==> src/rtl/stereo_vol.sv <==
module stereo_vol #(
  parameter int DW        = 18,
  parameter int CW        = 8,
  parameter int UNITY     = 8'h48,
  parameter int CUT_CODE  = 282
) (
  input  logic                 clk,
  input  logic                 rst_n,
  input  logic                 wr_en,
  input  logic [1:0]           wr_addr,
  input  logic [CW-1:0]        wr_data,
  input  logic                 in_valid,
  input  logic signed [DW-1:0] in_left,
  input  logic signed [DW-1:0] in_right,
  input  logic                 in_invalid,
  input  logic                 mute,
  input  logic                 inv_mute_en,
  output logic                 out_valid,
  output logic signed [DW-1:0] out_left,
  output logic signed [DW-1:0] out_right,
  output logic                 muted
);
  localparam int PW = DW + 17;
  localparam logic [CW:0] CUT = (CW+1)'(CUT_CODE);
  localparam logic signed [PW-1:0] SMAX = PW'((64'sd1 <<< (DW-1)) - 64'sd1);
  localparam logic signed [PW-1:0] SMIN = -SMAX - PW'(1);

  logic [CW-1:0] sh_l, sh_r, sh_m, lv_l, lv_r, lv_m;
  logic signed [DW-1:0] s_l, s_r, y_l, y_r;
  logic s_mute, sv;

  function automatic logic [15:0] frac_lut(input logic [3:0] r);
    case (r)
      4'd0:  return 16'd32768;
      4'd1:  return 16'd30929;
      4'd2:  return 16'd29193;
      4'd3:  return 16'd27554;
      4'd4:  return 16'd26008;
      4'd5:  return 16'd24548;
      4'd6:  return 16'd23170;
      4'd7:  return 16'd21870;
      4'd8:  return 16'd20643;
      4'd9:  return 16'd19484;
      4'd10: return 16'd18390;
      default: return 16'd17358;
    endcase
  endfunction

  function automatic logic signed [DW-1:0] scale(input logic signed [DW-1:0] x,
                                                  input logic [CW-1:0] c,
                                                  input logic [CW-1:0] m);
    logic [CW:0] a, q;
    logic [3:0] r;
    logic signed [PW-1:0] p, v;
    a = {1'b0, c} + {1'b0, m};
    if (a > CUT) return '0;
    q = a / (CW+1)'(12);
    r = 4'(a % (CW+1)'(12));
    p = x * $signed({1'b0, frac_lut(r)});
    v = p >>> (q + (CW+1)'(9));
    if (v > SMAX) return SMAX[DW-1:0];
    if (v < SMIN) return SMIN[DW-1:0];
    return v[DW-1:0];
  endfunction

  assign y_l = scale(s_l, lv_l, lv_m);
  assign y_r = scale(s_r, lv_r, lv_m);

  always_ff @(posedge clk or negedge rst_n) begin
    if (!rst_n) begin
      sh_l <= CW'(UNITY); sh_r <= CW'(UNITY); sh_m <= '0;
      lv_l <= CW'(UNITY); lv_r <= CW'(UNITY); lv_m <= '0;
      s_l <= '0; s_r <= '0; s_mute <= 1'b0; sv <= 1'b0;
      out_valid <= 1'b0; out_left <= '0; out_right <= '0; muted <= 1'b0;
    end else begin
      if (wr_en) begin
        case (wr_addr)
          2'd0: sh_l <= wr_data;
          2'd1: sh_r <= wr_data;
          2'd2: sh_m <= wr_data;
          default: ;
        endcase
      end
      sv <= in_valid;
      if (in_valid) begin
        lv_l <= sh_l; lv_r <= sh_r; lv_m <= sh_m;
        s_l <= in_left; s_r <= in_right;
        s_mute <= mute | (in_invalid & inv_mute_en);
      end
      out_valid <= sv;
      if (sv) begin
        muted     <= s_mute;
        out_left  <= s_mute ? '0 : y_l;
        out_right <= s_mute ? '0 : y_r;
      end
    end
  end

  p_latency_r10: assert property (@(posedge clk) disable iff (!rst_n)
    in_valid |=> ##1 out_valid);
  p_hold_r10: assert property (@(posedge clk) disable iff (!rst_n)
    !sv |=> $stable(out_left) && $stable(out_right) && $stable(muted));
  p_codes_on_strobe_r9: assert property (@(posedge clk) disable iff (!rst_n)
    !in_valid |=> $stable(lv_l) && $stable(lv_r) && $stable(lv_m));
  p_mute_silent_r7: assert property (@(posedge clk) disable iff (!rst_n)
    out_valid && muted |-> out_left == '0 && out_right == '0);
  p_invalid_mute_r8: assert property (@(posedge clk) disable iff (!rst_n)
    in_valid && in_invalid && inv_mute_en |=> ##1 muted);
endmodule

==> config.mk <==
export PLATFORM = sky130hd
export DESIGN_NAME = stereo_vol
export DESIGN_NICKNAME = d
export VERILOG_FILES = /design/src/rtl/stereo_vol.sv
export SDC_FILE = /design/constraint.sdc
export NUM_CORES = 2
export LEC_CHECK = 0
export ABC_CLOCK_PERIOD_IN_PS = 18600
export BUFFER_PORTS_ARGS = -buffer_cell sky130_fd_sc_hd__buf_2
export CORE_ASPECT_RATIO = 0.5
export CORE_UTILIZATION = 30
export CTS_CLUSTER_SIZE = 20
export DETAILED_ROUTE_END_ITERATION = 8
export PLACE_DENSITY = 0.43
export SLEW_MARGIN = 20
export SYNTH_ARGS = -nofsm -noshare
export SYNTH_HDL_FRONTEND = slang
export SYNTH_SLANG_ARGS = --single-unit
export TNS_END_PERCENT = 5
==> constraint.sdc <==
create_clock -name clk -period 18.6 [get_ports clk]
set_input_delay 1.86 -clock clk [delete_from_list [all_inputs] [get_ports clk]]
set_output_delay 1.86 -clock clk [all_outputs]
set_load 0.005 [all_outputs]
==> summary.txt <==
Layout
  – Layout cells sized above 1: 9.175%
  – Area grow syn2layout: 7.983%
  – Fin nets: 4751

Synthesis
  – Synth Net Count: 4772
  – Netlist cell types: 100
  – Post-synthesis cell count: 3921
  – Yosys top cell by area: fa_1
  – Yosys warning count: 0
  – Synth top cells by count: 715 x inv_1, 588 x fa_1, 513 x nand2_1, 262 x and2_1, 210 x ha_1
  – Most common cell in the netlist: inv_1
  – Post-synth top area share: 34.58%
  – Post-synthesis register bit count: 124
  – Seq/Total Area, Yosys: 9.145%
  – Mapped Area: 34040 um^2
  – Syn_area_per_cell: 8.682 um^2
  – Async S/R FF share, synth: 100.0%
  – Post-synth EDFFs: 0
  – Top FF cell, synth: dfrtp_1
  – Synth top area cells: fa_1 35%, dfrtp_1 8.5%, inv_1 7.9%, ha_1 7.7%, nand2_1 5.7%

Clock network
  – # clock sinks: 124
  – Deepest clock path buffer count: 2
  – Clk_lat worst skew: 0.51 ns
  – Root Driver: clkbuf_16
  – CTS buffer count: 17
  – H-tree Lvls: 4
  – Hold-fix buffers, CTS: 0
  – Clock-pin slew on the worst setup and hold paths: 0.08 ns
  – CTS resizes: 0
  – Post-CTS Setup Bufs: 0
  – CTS tree: yes

Global route
  – First-pass GRT wire length: 166000 um
  – Vias in the first global route: 29290
  – Initial antenna violation count: 1
  – GRT Residual Overflow: 0
  – GRT Util Overall: 18.33%
  – Largest net degree at the start of global routing: 71

Detailed routing
  – TritonRoute pass-1 iters: 5
  – DRC viols: 0
  – DR iter-0 viols: 1645
  – Wirelength per Cell: 18.37 um
  – Final wirelength: 99360 um
  – Antenna Nets Post-Route: 0
  – Routed vias/inst: 4.987
  – Via Count: 26980

Worst hold path
  – Hold Crit Class: flop to flop

Timing
  – Period utilization: 78.67%
  – F_max: 68.34 MHz
  – Setup TNS: 0 ns
  – Final setup viols: 0
  – Hold Fails Final Rpt: 0
  – Worst-Margin Slew: 1.062 ns
  – Slew Limit Fails: 0
  – Clk_skew: 0.02401 ns
  – RSZ-0062 raised after global routing: false
  – Relative slew slack: 28.71%
  – Final min period: 14.63 ns

Setup path
  – Critical Path End: out_right[0]
  – Critical path arrival: 14.95 ns
  – FF-to-FF End: out_right[0]
  – Req. time, crit path: 18.92 ns
  – RR Startpoint: lv_r[0]
  – Setup crit end kind: flop
  – Slowest CP cell: nand3_1
  – Setup crit start kind: flop
  – Most frequent CP cell: fa_1
  – Critical Path Start: lv_r[0]
  – Crit Path Category: flop to flop
  – Max stage delay on crit path: 0.96 ns
  – CP Max Fanout: 42
  – FF-to-FF setup slack: 3.97 ns
  – Worst Reg2Reg Path Length in Cells: 41

Place
  – DP HPWL: 79250 um
  – Port Buffer Count: 90
  – Routability Congestion: 0.8609

Die
  – Row Count: 86
  – Top Ports: 91
  – Die Y-Extent: 240.2 um
  – Core ar.: 111300 um^2
  – Die area: 114900 um^2
  – Starting Density: 30.60%
  – Die span in x: 478.4 um

Outcome
  – Status: finished, final reports clean

Flow run
  – Max-cap violations: 0
[kinds of logic after synthesis]
family | Yosys count | share of synthesized area [%]
DFF | 124 | 9.145
and+or+nand+nor | 1155 | 16.15
buffers and inverters | 909 | 10.16
AOI/OAI and AO/OA | 627 | 12.82
muxes | 214 | 6.991
xor gates and xnor gates | 93 | 2.415
adders and majority gates | 799 | 42.33
[worst max-delay path, delay by kind of cell, from the launching register on]
family	cells	cell delay (ns)
buffers and inverters	5	1.18
adders and majority gates	9	4.11
AOI/OAI and AO/OA	12	3.36
muxes	1	0.56
xor gates and xnor gates	2	0.73
and+or+nand+nor	12	4.10
DFF	1	0.39
[final cells by class]
class | instances | area [um^2]
multi-input combinational | 2888 | 27600
sequential | 124 | 3113
clock buffer | 19 | 452.9
timing repair buffer | 148 | 894.6
clock inverter | 13 | 120.1
fill | 11760 | 74500
inverter | 721 | 2706
antenna | 1 | 2.502
tap | 1496 | 1872
[per-layer routing]
| layer | routed length [um] | global-route usage [%] | vias to the layer above |
|---|---|---|---|
| li1 | - | - | 12640 |
| met1 | 45680 | 24.28 | 13800 |
| met2 | 49330 | 32.35 | 445 |
| met3 | 2731 | 1.730 | 97 |
| met4 | 1618 | 3.978 | 2 |
| met5 | 7 | 0 | - |
[worst min path at each step]
stage | end | slack, ns | cells after the start | from
after floorplan | out_valid | 0.35 | 0 | sv
after global placement | out_left[16] | 0.48 | 2 | out_left[16]
after detailed placement | sh_m[7] | 0.49 | 1 | sh_m[7]
after CTS | sh_m[7] | 0.51 | 1 | sh_m[7]
after global routing | sh_m[7] | 0.52 | 1 | sh_m[7]
final | out_left[16] | 0.50 | 2 | out_left[16]
[metrics by stage]
stage          instances  utilization [%]  area, um^2  hold slack [ns]  worst slack [ns]
6_report            5410            33.04       36760           0.5012             3.968
5_1_grt             5409            33.04       36760           0.5157             2.757
4_1_cts             5408            33.01       36730           0.5064             3.959
3_5_place_dp        5376            32.50       36160           0.4913             3.976
3_3_place_gp        5376            32.49       36150           0.4796             4.177
2_1_floorplan       3921                -       34040           0.3519             5.660
[flip-flops by register name (all words and copies together), names as in the netlist]
signal,cells
lv_m,8
out_left,18
sh_m,8
s_r,18
lv_r,8
s_mute,1
lv_l,8
sv,1
muted,1
sh_l,8
s_l,18
out_right,18
sh_r,8
out_valid,1
[layout by cell type, fill, tap and decap left out, types with 9 or more instances in the layout]
cell | synthesis | routed
a211o_1 | 11 | 11
a211oi_1 | 47 | 47
a21o_1 | 39 | 39
a21oi_1 | 131 | 131
a221o_1 | 12 | 12
a221oi_1 | 10 | 9
a31oi_1 | 31 | 29
and2_1 | 262 | 262
and3_1 | 27 | 27
buf_2 | 13 | 88
buf_4 | 2 | 59
clkbuf_16 | 0 | 17
dfrtp_1 | 116 | 116
fa_1 | 588 | 588
ha_1 | 210 | 210
inv_1 | 715 | 715
mux2_2 | 106 | 106
mux2i_1 | 96 | 95
nand2_1 | 513 | 513
nand2b_1 | 12 | 12
nand3_1 | 60 | 60
nand4_1 | 10 | 10
nor2_1 | 149 | 148
nor3_1 | 51 | 50
nor4_1 | 12 | 12
o211ai_1 | 36 | 36
o21a_1 | 23 | 23
o21ai_0 | 100 | 100
o21ai_1 | 14 | 12
o21bai_1 | 9 | 9
o221ai_1 | 11 | 11
o22ai_1 | 11 | 10
o311ai_1 | 20 | 19
or3_1 | 18 | 18
xnor2_1 | 59 | 55
xor2_1 | 33 | 31
Power is not shown: default switching activity piles up to over one toggle a cycle in this logic, so the estimate is an artifact.
